==> src/rtl/spe_pkg.sv <==
package spe_pkg;

    localparam int ADDR_W = 32;
    localparam int PC_W   = 32;

    typedef logic [ADDR_W-1:0] addr_t;
    typedef logic [PC_W-1:0]   pc_t;

    // One queued prefetch.
    typedef struct packed {
        addr_t blk;
        pc_t   pc;
        logic  pcv;
    } pf_entry_t;

    // Single stride-learning entry.
    typedef struct packed {
        addr_t      last_addr;
        addr_t      last_stride;
        logic [1:0] conf;
        logic       seen;
    } stride_ent_t;

    // Clear the low lsb bits of a byte address.
    function automatic addr_t blk_align(addr_t a, int lsb);
        return a & ~((addr_t'(1) << lsb) - addr_t'(1));
    endfunction

endpackage

==> src/rtl/spe_req_filter.sv <==
module spe_req_filter (
    input  logic req_valid,
    input  logic is_read,
    input  logic is_fetch,
    input  logic uncacheable,
    input  logic hit,
    input  logic data_only,
    input  logic miss_only,
    input  logic read_only,
    output logic eligible
);
    logic blocked;

    always_comb begin
        blocked = uncacheable;
        if (data_only && is_fetch) blocked = 1'b1;
        if (miss_only && hit)      blocked = 1'b1;
        if (read_only && !is_read) blocked = 1'b1;
        eligible = req_valid && !blocked;
    end
endmodule

==> src/rtl/spe_stride_tracker.sv <==
module spe_stride_tracker
    import spe_pkg::*;
(
    input  logic  clk,
    input  logic  rst,
    input  logic  eligible,
    input  addr_t addr,
    output logic  trigger,
    output addr_t stride
);
    stride_ent_t ent_q;
    logic        match;
    logic [1:0]  conf_next;

    always_comb begin
        stride    = addr - ent_q.last_addr;
        match     = ent_q.seen && (stride != '0) && (stride == ent_q.last_stride);
        conf_next = match ? ((ent_q.conf == 2'b11) ? 2'b11 : ent_q.conf + 2'b01) : 2'b00;
        trigger   = eligible && (conf_next != 2'b00);
    end

    always_ff @(posedge clk) begin
        if (rst) begin
            ent_q <= '0;
        end else if (eligible) begin
            ent_q.last_addr   <= addr;
            ent_q.last_stride <= ent_q.seen ? stride : '0;
            ent_q.conf        <= conf_next;
            ent_q.seen        <= 1'b1;
        end
    end
endmodule

==> src/rtl/spe_target_gen.sv <==
module spe_target_gen
    import spe_pkg::*;
#(
    parameter int DEGREE   = 2,
    parameter int LINE_LSB = 6,
    parameter int PAGE_LSB = 12,
    parameter int SLOT_W   = 2
) (
    input  logic              trigger,
    input  addr_t             base,
    input  addr_t             stride,
    input  pc_t               pc,
    input  logic              pc_ok,
    input  logic              tag_pc,
    input  logic              page_stop,
    output logic [DEGREE-1:0] lane_keep,
    output pf_entry_t         lane_ent  [DEGREE],
    output logic [SLOT_W-1:0] lane_slot [DEGREE],
    output logic [SLOT_W-1:0] keep_n
);
    addr_t             tgt     [DEGREE];
    addr_t             blk     [DEGREE];
    logic [DEGREE-1:0] crossed;
    logic              tag_on;

    assign tag_on = tag_pc && pc_ok;

    for (genvar k = 0; k < DEGREE; k++) begin : g_lane
        assign tgt[k]     = base + stride * addr_t'(k + 1);
        assign blk[k]     = blk_align(tgt[k], LINE_LSB);
        assign crossed[k] = tgt[k][ADDR_W-1:PAGE_LSB] != base[ADDR_W-1:PAGE_LSB];
        assign lane_ent[k] = '{blk: blk[k], pc: (tag_on ? pc : '0), pcv: tag_on};
    end

    always_comb begin
        logic              alive;
        logic              dup;
        logic [DEGREE-1:0] kv;
        logic [SLOT_W-1:0] cnt;
        alive = trigger;
        kv    = '0;
        cnt   = '0;
        for (int k = 0; k < DEGREE; k++) begin
            if (page_stop && crossed[k]) alive = 1'b0;
            dup = 1'b0;
            for (int j = 0; j < DEGREE; j++) begin
                if (j < k && kv[j] && blk[j] == blk[k]) dup = 1'b1;
            end
            kv[k]        = alive && !dup;
            lane_slot[k] = cnt;
            cnt          = cnt + SLOT_W'(kv[k]);
        end
        lane_keep = kv;
        keep_n    = cnt;
    end
endmodule

==> src/rtl/spe_drop_queue.sv <==
module spe_drop_queue
    import spe_pkg::*;
#(
    parameter int DEPTH  = 4,
    parameter int DEGREE = 2,
    parameter int SLOT_W = 2,
    parameter int CNT_W  = 16
) (
    input  logic              clk,
    input  logic              rst,
    input  logic [DEGREE-1:0] push_keep,
    input  pf_entry_t         push_ent  [DEGREE],
    input  logic [SLOT_W-1:0] push_slot [DEGREE],
    input  logic [SLOT_W-1:0] push_n,
    input  logic              pop_ready,
    output logic              out_valid,
    output pf_entry_t         out_ent,
    output logic [CNT_W-1:0]  drop_count
);
    localparam int PTR_W = (DEPTH > 1) ? $clog2(DEPTH) : 1;
    localparam int OCC_W = $clog2(DEPTH + DEGREE + 1) + 1;

    pf_entry_t        mem [DEPTH];
    logic [PTR_W-1:0] head_q, tail_q;
    logic [OCC_W-1:0] occ_q, occ_mid, over;
    logic             pop;
    logic [CNT_W:0]   drop_sum;

    assign out_valid = occ_q != '0;
    assign out_ent   = mem[head_q];

    always_comb begin
        pop      = out_valid && pop_ready;
        occ_mid  = occ_q - OCC_W'(pop) + OCC_W'(push_n);
        over     = (occ_mid > OCC_W'(DEPTH)) ? occ_mid - OCC_W'(DEPTH) : '0;
        drop_sum = {1'b0, drop_count} + (CNT_W + 1)'(over);
    end

    always_ff @(posedge clk) begin
        if (rst) begin
            head_q     <= '0;
            tail_q     <= '0;
            occ_q      <= '0;
            drop_count <= '0;
        end else begin
            head_q     <= head_q + PTR_W'(pop) + PTR_W'(over);
            tail_q     <= tail_q + PTR_W'(push_n);
            occ_q      <= occ_mid - over;
            drop_count <= drop_sum[CNT_W] ? '1 : drop_sum[CNT_W-1:0];
        end
    end

    always_ff @(posedge clk) begin
        for (int k = 0; k < DEGREE; k++) begin
            if (push_keep[k]) mem[tail_q + PTR_W'(push_slot[k])] <= push_ent[k];
        end
    end
endmodule

==> src/rtl/stride_prefetch_engine.sv <==
module stride_prefetch_engine
    import spe_pkg::*;
#(
    parameter int LINE_BYTES = 64,
    parameter int PAGE_BYTES = 4096,
    parameter int DEGREE     = 2,
    parameter int QDEPTH     = 4,
    parameter int CNT_W      = 16
) (
    input  logic               clk,
    input  logic               rst,
    input  logic               req_valid,
    input  logic [ADDR_W-1:0]  req_addr,
    input  logic [PC_W-1:0]    req_pc,
    input  logic               req_pc_valid,
    input  logic               req_is_read,
    input  logic               req_is_fetch,
    input  logic               req_uncacheable,
    input  logic               req_hit,
    input  logic               cfg_data_only,
    input  logic               cfg_miss_only,
    input  logic               cfg_read_only,
    input  logic               cfg_tag_pc,
    input  logic               cfg_page_stop,
    output logic               pf_valid,
    input  logic               pf_ready,
    output logic [ADDR_W-1:0]  pf_addr,
    output logic [PC_W-1:0]    pf_pc,
    output logic               pf_pc_valid,
    output logic [CNT_W-1:0]   full_drop_count
);
    localparam int LINE_LSB = $clog2(LINE_BYTES);
    localparam int PAGE_LSB = $clog2(PAGE_BYTES);
    localparam int SLOT_W   = $clog2(DEGREE + 1);

    logic              eligible, trigger;
    addr_t             stride;
    logic [DEGREE-1:0] lane_keep, lane_pcv;
    pf_entry_t         lane_ent  [DEGREE];
    logic [SLOT_W-1:0] lane_slot [DEGREE];
    logic [SLOT_W-1:0] push_n;
    pf_entry_t         head_ent;

    spe_req_filter u_filter (
        .req_valid  (req_valid),
        .is_read    (req_is_read),
        .is_fetch   (req_is_fetch),
        .uncacheable(req_uncacheable),
        .hit        (req_hit),
        .data_only  (cfg_data_only),
        .miss_only  (cfg_miss_only),
        .read_only  (cfg_read_only),
        .eligible   (eligible)
    );

    spe_stride_tracker u_tracker (
        .clk     (clk),
        .rst     (rst),
        .eligible(eligible),
        .addr    (req_addr),
        .trigger (trigger),
        .stride  (stride)
    );

    spe_target_gen #(
        .DEGREE  (DEGREE),
        .LINE_LSB(LINE_LSB),
        .PAGE_LSB(PAGE_LSB),
        .SLOT_W  (SLOT_W)
    ) u_gen (
        .trigger  (trigger),
        .base     (req_addr),
        .stride   (stride),
        .pc       (req_pc),
        .pc_ok    (req_pc_valid),
        .tag_pc   (cfg_tag_pc),
        .page_stop(cfg_page_stop),
        .lane_keep(lane_keep),
        .lane_ent (lane_ent),
        .lane_slot(lane_slot),
        .keep_n   (push_n)
    );

    for (genvar k = 0; k < DEGREE; k++) begin : g_pcv
        assign lane_pcv[k] = lane_ent[k].pcv;
    end

    spe_drop_queue #(
        .DEPTH (QDEPTH),
        .DEGREE(DEGREE),
        .SLOT_W(SLOT_W),
        .CNT_W (CNT_W)
    ) u_queue (
        .clk       (clk),
        .rst       (rst),
        .push_keep (lane_keep),
        .push_ent  (lane_ent),
        .push_slot (lane_slot),
        .push_n    (push_n),
        .pop_ready (pf_ready),
        .out_valid (pf_valid),
        .out_ent   (head_ent),
        .drop_count(full_drop_count)
    );

    assign pf_addr     = head_ent.blk;
    assign pf_pc       = head_ent.pc;
    assign pf_pc_valid = head_ent.pcv;
endmodule

==> config.mk <==
export PLATFORM = sky130hd
export DESIGN_NAME = stride_prefetch_engine
export DESIGN_NICKNAME = d
export VERILOG_FILES = /design/src/rtl/spe_pkg.sv /design/src/rtl/spe_req_filter.sv /design/src/rtl/spe_stride_tracker.sv /design/src/rtl/spe_target_gen.sv /design/src/rtl/spe_drop_queue.sv /design/src/rtl/stride_prefetch_engine.sv
export SDC_FILE = /design/constraint.sdc
export NUM_CORES = 1
export LEC_CHECK = 0
export ABC_AREA = 1
export BUFFER_PORTS_ARGS = -buffer_cell sky130_fd_sc_hd__buf_2
export CAP_MARGIN = 20
export CORE_MARGIN = 4
export CORE_UTILIZATION = 37
export CTS_BUF_LIST = sky130_fd_sc_hd__clkbuf_8
export CTS_CLUSTER_SIZE = 12
export DETAILED_ROUTE_END_ITERATION = 10
export GPL_TIMING_DRIVEN = 0
export SYNTH_ARGS = -nofsm -noshare
export SYNTH_HDL_FRONTEND = slang
export SYNTH_SLANG_ARGS = --single-unit
==> constraint.sdc <==
create_clock -name clk -period 21.7 [get_ports clk]
set_input_delay 1.085 -clock clk [delete_from_list [all_inputs] [get_ports clk]]
set_output_delay 1.085 -clock clk [all_outputs]
set_load 0.01 [all_outputs]
==> flow_metrics.py, run 1 <==
metrics = {
    "placed_design": {
        "dp_slack_ns": 11.82,
        "portBuffers": 152,
        "dp_cells": 4564,
        "hpwl_um": 62800,
        "finalWeightedCongestion": 0.957,
    },
    "die": {
        "fp-row-count": 92,
        "start_util_pct": 37.5,
        "core_area_um2": 63200,
        "io_pins": 160,
        "die_w_um": 261,
        "die-height_um": 261,
        "die_area_um2": 68200,
    },
    "drt": {
        "wl_per_cell_um": 17.0,
        "first_iter_violations": 1785,
        "drtPass1Iterations": 8,
        "ant_nets": 0,
        "drc": 0,
        "via_per_inst": 5.01,
        "wl_um": 79400,
        "vias": 23400,
    },
    "yosys": {
        "synth_sequential_area_ratio_pct": 37.3,
        "syn-cell-area_um2": 23700,
        "ys_ff_latch": 324,
        "avgSynthCellArea_um2": 6.68,
        "syn_inst": 3551,
        "yosysUniqueCellTypes": 47,
        "yosysWarnings": 0,
    },
    "final_layout": {
        "stdcell_count": 4671,
        "areaGrowthSynthToFinish_pct": 14.1,
        "nNetsFinal": 3962,
        "fillers": 6703,
        "drive_gt1_share_pct": 8.13,
    },
    "global_route": {
        "track_usage_pct": 22.7,
        "grt_max_degree": 25,
        "grtUsageMet1_pct": 29.6,
        "antenna_found_initial": 2,
        "busiest_layer": "met2",
        "grt_pass1_wl_um": 121000,
        "grt_overflow": 0,
        "grt_pass1_vias": 21700,
        "gr-usage-met3_pct": 2.50,
        "globalRouteMet2Util_pct": 38.9,
    },
    "clock_network": {
        "cts_sinks": 324,
        "hold_buffers": 0,
        "insertion_delay_ns": 0.70,
        "tritoncts": "built",
        "cts.root.buffer_cell": "clkbuf_8",
        "postCtsSetupBuffers": 0,
        "htreeDepth": 2,
        "clockBufferDepth": 3,
        "clkTransAtPathRegs_ns": 0.06,
        "cts_resized": 0,
        "numCtsBuffers": 57,
    },
    "timing": {
        "fin_ws_ns": 12.41,
        "rsz0062_at_grt": "no",
        "worstMarginPinSlew_ns": 0.998,
        "tns_ns": 0,
        "slew_headroom_pct": 33.2,
        "hold_viol_final": 0,
        "min_period_over_period_pct": 42.8,
        "finClkSkew_ns": 0.0479,
        "max_freq_mhz": 108,
        "min_period_ns": 9.29,
        "setup_violations": 0,
        "timing.final.max_slew_violations": 0,
    },
    "power_and_ir_drop": {
        "p_int_mw": 1.35,
        "switching_power_mw": 1.01,
        "p_comb_share_pct": 44.4,
        "ir_drop_uv": 50.7,
        "p_leak_nw": 12.9,
        "power_frac_clock_pct": 25.8,
        "power.density_nw_per_um2": 87.4,
        "power_frac_seq_pct": 29.8,
        "swShare_pct": 42.9,
    },
    "hold_path": {
        "hold_path.class": "flip-flop to flip-flop",
    },
    "worst_setup_path": {
        "slowest_stage": "fa_1",
        "crit_arrival_ns": 9.92,
        "critPathMaxStageDelay_ns": 0.44,
        "crit_top_cell": "nand2_1",
        "endpoint_kind": "flip-flop",
        "required_ns": 22.33,
        "path_max_fanout": 10,
        "critPathKind": "input port to flip-flop",
        "cp-start-kind": "input port",
    },
    "flow_run": {
        "max_cap_viol_count": 0,
    },
    "run_status": {
        "status": "completed",
    },
}
cells in the mapped netlist (all sizes together):
library cell	count	area, um2
a21boi	1	7.51
a21o	1	7.51
a21oi	153	785
a221oi	1	8.76
a22oi	1	7.51
a31oi	3	18.8
and2	3	18.8
and3	1	6.26
buf	27	236
clkbuf	69	259
clkinv	2	7.51
conb	1	3.75
dfxtp	88	1760
edfxtp	236	7090
fa	4	80.1
ha	103	1290
inv	518	1940
nand2	1243	4700
nand3	323	1670
nand3b	19	143
nand4	46	288
nor2	384	1480
nor3	26	130
nor4	2	12.5
o21ai	187	936
o21bai	9	67.6
o22ai	59	369
o31a	1	8.76
o31ai	2	15.0
or2	1	6.26
xnor2	11	96.3
xnor3	1	22.5
xor2	25	226
power groups by stage:
stage / logic (mW) / clock network, mW / registers, mW
after floorplan: 0.714 / 0 / 0.716
after global placement: 1.03 / 0 / 0.718
after detailed placement: 1.04 / 0 / 0.718
after CTS: 1.04 / 0.627 / 0.705
after global routing: 1.19 / 0.654 / 0.705
final: 1.05 / 0.610 / 0.704
cell families (layout without fill, tap and decap cells):
| logic type | after synthesis | count (layout) | synth area share [%] |
|---|---|---|---|
| xor gates and xnor gates | 37 | 37 | 1.46 |
| AOI/OAI and AO/OA | 418 | 418 | 9.41 |
| adders and majority gates | 107 | 107 | 5.77 |
| other | 1 | 8 | 0.0158 |
| buffers and inverters | 616 | 883 | 10.3 |
| and+or+nand+nor | 2048 | 2048 | 35.7 |
| DFF | 324 | 324 | 37.3 |
per-layer routing:
| metal | share of wire, % | vias to the layer above |
|---|---|---|
| met5 | 0 | - |
| met3 | 5.6 | 165 |
| met1 | 44 | 10600 |
| met4 | 3.9 | 0 |
| li1 | - | 11900 |
| met2 | 47 | 665 |
cells in the final DEF, fill, tap and decap left out, types with 5 or more instances in the layout:
master,synthesis,routed
buf_2,6,158
ha_1,103,103
o22ai_1,59,59
clkinv_1,2,16
a21oi_1,148,148
xnor2_1,11,11
edfxtp_1,236,236
buf_16,0,6
inv_1,508,522
nand3b_1,19,19
dfxtp_1,88,88
buf_6,14,14
buf_4,6,6
clkbuf_1,69,69
nand3_1,318,318
clkinv_2,0,5
o21ai_0,184,182
nor2_2,6,6
nand2_2,12,12
nand2_1,1230,1230
a21oi_2,5,5
xor2_1,24,24
conb_1,1,6
nand4_1,46,46
nor3_1,26,26
nor2_1,376,376
clkbuf_8,0,64
o21bai_1,9,9
inv_2,10,10
bufinv_16,0,5
worst max-delay path, delay by kind of cell:
family / cells / cell delay [ns]
simple gates: 29 / 4.25
fa+ha+maj: 8 / 2.43
xor+xnor: 1 / 0.20
buf+inv: 13 / 1.54
compound gates: 3 / 0.34
final timing paths:
| check | from | to | slack [ns] | depth (start not counted) |
|---|---|---|---|---|
| worst min register to register | u_tracker.ent_q[51] | u_tracker.ent_q[51] | 0.46 | 2 |
| worst min-delay path | u_tracker.ent_q[51] | u_tracker.ent_q[51] | 0.46 | 2 |
| worst max register to register | u_tracker.ent_q[35] | u_queue.drop_count[5] | 12.63 | 52 |
| worst max-delay path | req_addr[0] | u_queue.drop_count[5] | 12.41 | 54 |
per-stage QoR:
| stage | util [%] | area (um2) | hold WS (ns) | power (mW) |
|---|---|---|---|---|
| after floorplan | - | 23700 | 0.433 | 1.43 |
| after global placement | 40.4 | 25500 | 0.448 | 1.75 |
| after CTS | 42.8 | 27000 | 0.460 | 2.38 |
| after global routing | 42.8 | 27100 | 0.490 | 2.55 |
| final | 42.8 | 27100 | 0.458 | 2.36 |
| after detailed placement | 40.9 | 25800 | 0.453 | 1.76 |
final cells by class:
| cell class | instances | area (um2) | area share, % |
|---|---|---|---|
| Antenna cell | 2 | 5.00 | 0.0185 |
| Sequential cell | 324 | 8850 | 32.7 |
| Inverter | 520 | 1950 | 7.22 |
| Tap cell | 846 | 1060 | 3.91 |
| Buffer | 96 | 495 | 1.83 |
| Timing Repair Buffer | 162 | 1010 | 3.72 |
| Clock buffer | 64 | 881 | 3.26 |
| Clock inverter | 41 | 333 | 1.23 |
| Multi-Input combinational cell | 2616 | 12500 | 46.1 |
registers in the layout, indices dropped and copies added, names as in the netlist:
register            cells
u_queue.mem           236
u_queue.tail_q          2
u_queue.head_q          2
u_queue.drop_count     16
u_tracker.ent_q        65
u_queue.occ_q           3
(Power assumes the default switching activity.)
==> inputs of run 2 (changes only) <==
==> constraint.sdc (replaced) <==
create_clock -name clk -period 8 [get_ports clk]
set_input_delay 0.4 -clock clk [delete_from_list [all_inputs] [get_ports clk]]
set_output_delay 0.4 -clock clk [all_outputs]
set_load 0.01 [all_outputs]
==> run 2 against run 1 <==
Net effect:
- global-route usage is essentially flat
- via count grew 1.4%
- setup slack got worse by 12 ns
- sequential power grew to 2.7 times the previous value
- sequential cell count unchanged
- critical path depth shrank 2
- cell area is 5.4% higher
- first-iteration DRC count is 5.8% lower
- core utilization is 2.3 points higher
- register-to-register slack worse by 12 ns
- die area unchanged
- critical path type is now flip-flop to flip-flop
- largest cell class unchanged
- largest power group unchanged
==> flow_metrics.py, run 2 (synthesized netlist as in run 1, its figures left out) <==
metrics = {
    "worst_setup_path": {
        "endpoint_kind": "flip-flop",
        "required_ns": 8.58,
        "crit_top_cell": "nand2_1",
        "r2r-start": "u_tracker.ent_q[37]",
        "reg2reg_slack_ns": 0.42,
        "path_max_fanout": 8,
        "critPathMaxStageDelay_ns": 0.37,
        "slowest_stage": "ha_2",
        "cp-start-kind": "flip-flop",
        "r2r.worst_path.cells": 52,
        "r2r_end": "u_queue.drop_count[15]",
        "crit_arrival_ns": 8.16,
        "critPathKind": "flip-flop to flip-flop",
    },
    "placed_design": {
        "dp_cells": 4563,
        "hpwl_um": 62800,
        "portBuffers": 152,
        "finalWeightedCongestion": 0.949,
    },
    "final_layout": {
        "nNetsFinal": 3980,
        "final_cell_mix": "nand2_1 (1125), inv_1 (508), nor2_1 (327)",
        "largest_reg_flops": 236,
        "layout_commonest_cell": "nand2_1",
        "areaGrowthSynthToFinish_pct": 20.2,
        "stdcell_count": 4687,
        "drive_gt1_share_pct": 16.5,
        "fin_util_pct": 45.1,
    },
    "global_route": {
        "antenna_found_initial": 2,
        "track_usage_pct": 22.7,
        "grt_max_degree": 26,
        "grt_overflow": 0,
        "grt_pass1_wl_um": 121000,
        "grt_pass1_vias": 22200,
    },
    "clock_network": {
        "htreeDepth": 2,
        "cts.root.buffer_cell": "clkbuf_8",
        "insertion_delay_ns": 0.71,
        "clockBufferDepth": 3,
        "clkTransAtPathRegs_ns": 0.07,
        "cts_sinks": 324,
        "tritoncts": "built",
        "numCtsBuffers": 55,
    },
    "timing": {
        "min_period_over_period_pct": 94.8,
        "rsz0062_at_grt": "yes",
        "timing.final.max_slew_violations": 0,
        "max_freq_mhz": 132,
        "hold_viol_final": 0,
        "worstMarginPinSlew_ns": 0.962,
        "slew_headroom_pct": 35.6,
        "min_period_ns": 7.58,
        "finClkSkew_ns": 0.0510,
        "setup_violations": 0,
    },
    "flow_run": {
        "max_cap_viol_count": 0,
    },
    "drt": {
        "wl_per_cell_um": 17.2,
        "wl_um": 80800,
        "via_per_inst": 5.06,
        "drt-met1-wl_um": 35400,
        "top_layer": "met4",
        "first_iter_violations": 1682,
        "drc": 0,
        "met2_length_um": 38200,
        "vias": 23700,
        "drtPass1Iterations": 5,
        "ant_nets": 0,
        "dr_wl_met3_um": 4130,
    },
    "die": {
        "die_area_um2": 68200,
        "io_pins": 160,
        "die-height_um": 261,
        "fp-row-count": 92,
        "core_area_um2": 63200,
        "start_util_pct": 37.5,
        "die_w_um": 261,
    },
    "hold_path": {
        "hold_path_startpoint": "req_pc[4]",
        "min_to": "u_queue.mem[0][5]",
        "hold_depth": 3,
        "hold_path.class": "input port to flip-flop",
    },
    "run_status": {
        "status": "completed",
    },
    "power_and_ir_drop": {
        "power.density_nw_per_um2": 232,
        "ir_drop_uv": 135,
        "p_leak_nw": 13.1,
        "p_total_mw": 6.62,
    },
}
-- run 2: cell count changes in the layout (fill, tap and decap cells not counted), moves of 29 or more --
cell     change
ha_4        +29
nand2_1    -105
ha_1        -51
nor2_2      +35
nor2_1      -49
nand2_2     +88
-- run 2: repair_timing --
action | CTS | global route
endpoints found under the setup margin | 16 | 27
setup buffers | 5 | 15
pin swaps | 3 | 35
gates resized for setup | 81 | 291
hold buffers | 1 | 0
hold endpoints to repair | 1 | 0
-- run 2: final cells by class --
cell class              instances  area (um2)
diodes                          2        5.00
plain buffers                  96         510
clock buffers                  57         785
clock inverters                44         308
fillers                      6527       34700
inverters                     520        1960
multi-input cells            2616       13900
flip-flops and latches        324        8850
well taps                     846        1060
repair buffers                182        1150
-- run 2: stage by stage --
stage,hold slack (ns),TNS [ns],instance area [um2],setup WS (ns)
final,0.0829,0,28500,0.419
after global routing,0.0482,-0.156,28500,-0.110
after CTS,0.0324,0,27300,0.00117
after detailed placement,0.453,-16.28,25800,-1.20
after global placement,0.448,-587.01,25500,-2.52
after floorplan,0.433,0,23700,0.722
-- run 2: report_power, final --
group	internal [mW]	switching [mW]
Clock	0.775	0.760
Combinational	1.04	2.13
Sequential	1.89	0.0250
-- run 2: routing by layer --
metal | vias to the layer above | global-route usage (%)
li1 | 11900 | -
met1 | 10900 | 29.4
met2 | 675 | 39.3
met3 | 162 | 2.52
met4 | 0 | 8.22
met5 | - | 0
-- run 2: worst max path at each step --
stage                             endpoint           startpoint  cells past startpoint
finish              u_queue.drop_count[15]  u_tracker.ent_q[37]                     52
global route        u_queue.drop_count[15]  u_tracker.ent_q[40]                     54
CTS                 u_queue.drop_count[15]  u_tracker.ent_q[35]                     57
detailed placement   u_queue.drop_count[5]          req_addr[0]                     54
global placement        u_queue.mem[1][24]          req_addr[0]                     39
floorplan                u_queue.mem[1][0]          req_addr[0]                     37
-- run 2: worst max-delay path: cells and delay by family, from the launching register on --
family          cells  cell delay, ns
fa+ha+maj           6            1.59
xor+xnor            1            0.18
buf+inv            10            0.89
compound gates      4            0.63
simple gates       31            3.84
flops               1            0.31
==> inputs of run 3 (changes only) <==
--- a/config.mk
+++ b/config.mk
@@ -11,9 +11,10 @@
 export CORE_MARGIN = 4
 export CORE_UTILIZATION = 37
 export CTS_BUF_LIST = sky130_fd_sc_hd__clkbuf_8
-export CTS_CLUSTER_SIZE = 12
 export DETAILED_ROUTE_END_ITERATION = 10
 export GPL_TIMING_DRIVEN = 0
+export REMOVE_ABC_BUFFERS = 1
+export SETUP_SLACK_MARGIN = 0.2
 export SYNTH_ARGS = -nofsm -noshare
 export SYNTH_HDL_FRONTEND = slang
 export SYNTH_SLANG_ARGS = --single-unit
==> run 3 against run 2 <==
Net effect:
- global-route usage decreased by 1.3 points
- critical path depth fell by 1
- highest routed layer unchanged
- critical path type unchanged
- fmax increased by 3.7%
- critical endpoint unchanged
==> flow_metrics.py, run 3 (synthesized netlist as in run 1, its figures left out) <==
metrics = {
    "die": {
        "die_area_um2": 68200,
        "die-height_um": 261,
        "die_w_um": 261,
        "start_util_pct": 37.5,
        "io_pins": 160,
        "fp-row-count": 92,
        "core_area_um2": 63200,
    },
    "worst_setup_path": {
        "endpoint_kind": "flip-flop",
        "crit_arrival_ns": 7.88,
        "required_ns": 8.57,
        "path_buf_inv": 11,
        "crit_family": "simple AND/OR/NAND/NOR gates",
        "cp-start-kind": "flip-flop",
        "critPathKind": "flip-flop to flip-flop",
        "path_max_fanout": 6,
        "crit_top_cell": "inv_1",
        "slowest_stage": "fa_1",
        "critPathMaxStageDelay_ns": 0.42,
    },
    "timing": {
        "max_freq_mhz": 137,
        "finClkSkew_ns": 0.0581,
        "slew_headroom_pct": 27.7,
        "min_period_over_period_pct": 91.4,
        "setup_violations": 0,
        "fin_ws_ns": 0.691,
        "min_period_ns": 7.31,
        "timing.final.max_slew_violations": 0,
        "worstMarginPinSlew_ns": 1.08,
        "hold_viol_final": 0,
        "rsz0062_at_grt": "no",
        "hold_slack_ns": 0.0931,
    },
    "clock_network": {
        "numCtsBuffers": 57,
        "clockBufferDepth": 3,
        "htreeDepth": 2,
        "tritoncts": "built",
        "cts.root.buffer_cell": "clkbuf_8",
        "cts_sinks": 324,
        "clkTransAtPathRegs_ns": 0.07,
        "insertion_delay_ns": 0.71,
    },
    "global_route": {
        "grt_pass1_vias": 21800,
        "grt_max_degree": 66,
        "antenna_found_initial": 2,
        "grt_overflow": 0,
        "track_usage_pct": 21.4,
        "grt_pass1_wl_um": 116000,
    },
    "drt": {
        "via_per_inst": 5.04,
        "drc": 0,
        "drtPass1Iterations": 6,
        "wl_um": 76400,
        "first_iter_violations": 1660,
        "vias": 23300,
        "wl_per_cell_um": 16.5,
        "ant_nets": 0,
    },
    "placed_design": {
        "hpwl_um": 57100,
        "portBuffers": 153,
        "place_area_um2": 25500,
        "dp_slack_ns": -0.996,
        "finalWeightedCongestion": 0.936,
    },
    "power_and_ir_drop": {
        "power_frac_clock_pct": 22.9,
        "power_frac_seq_pct": 29.1,
        "power.density_nw_per_um2": 230,
        "p_int_mw": 3.78,
        "ir_drop_uv": 136,
        "p_comb_share_pct": 48.0,
        "p_leak_nw": 13.1,
        "switching_power_mw": 2.90,
        "swShare_pct": 43.4,
    },
    "final_layout": {
        "fin_util_pct": 45.9,
        "largest_reg_flops": 236,
        "drive_gt1_share_pct": 19.3,
        "nNetsFinal": 3912,
        "final_cell_mix": "nand2_1 (1083), inv_1 (498), nor2_1 (313)",
        "areaGrowthSynthToFinish_pct": 22.5,
        "layout_commonest_cell": "nand2_1",
        "fin_area_um2": 29000,
    },
    "run_status": {
        "status": "completed",
    },
    "hold_path": {
        "hold_path.class": "input port to flip-flop",
    },
    "flow_run": {
        "max_cap_viol_count": 0,
    },
}
run 3: final timing paths:
| kind | start | depth (start not counted) | slack [ns] | endpoint |
|---|---|---|---|---|
| worst max-delay path | u_tracker.ent_q[35] | 51 | 0.69 | u_queue.drop_count[15] |
| worst min-delay path | req_addr[31] | 3 | 0.09 | u_tracker.ent_q[66] |
| worst max register to register | u_tracker.ent_q[35] | 51 | 0.69 | u_queue.drop_count[15] |
| worst min register to register | u_tracker.ent_q[21] | 2 | 0.47 | u_tracker.ent_q[21] |
run 3: final cells by class:
type,count,area (um2)
fill,6458,34200
multi-input combinational,2616,14600
inverter,520,1960
timing repair buffer,208,1450
clock buffer,58,798
antenna,2,5.00
clock inverter,46,303
tap,846,1060
sequential,324,8860
run 3: timing repair:
item | CTS | global route
resized for setup | 80 | 423
pin swaps | 6 | 66
endpoints found under the hold margin | 1 | 0
setup buffers | 4 | 30
hold buffers | 1 | 0
setup endpoints to repair | 75 | 180
run 3: metrics by stage:
stage               setup TNS (ns)  cells  total power [mW]
floorplan                   -72.86   3460              3.85
global placement          -1170.67   4459              4.66
detailed placement          -17.89   4478              4.71
CTS                              0   4587              6.34
global route                     0   4620              7.18
finish                           0   4620              6.67
run 3: tightest hold or removal path, delay by kind of cell:
kind                   cells  cell delay (ns)
AO/OA/AOI/OAI              1             0.08
buffers and inverters      2             0.24
run 3: power by group through the flow:
stage | Clock [mW] | Combinational (mW) | Sequential (mW)
after floorplan | 0 | 1.87 | 1.98
after global placement | 0 | 2.65 | 2.02
after detailed placement | 0 | 2.73 | 1.98
after CTS | 1.57 | 2.82 | 1.94
after global routing | 1.65 | 3.58 | 1.95
final | 1.53 | 3.20 | 1.94
run 3: metal layers:
metal,routed length (um),up-vias,part of all wire [%],GRT usage (%)
li1,-,11800,-,-
met1,33000,10600,43,27.7
met2,36300,659,48,37.4
met3,4330,170,5.7,2.51
met4,2780,0,3.6,7.36
met5,0,-,0,0
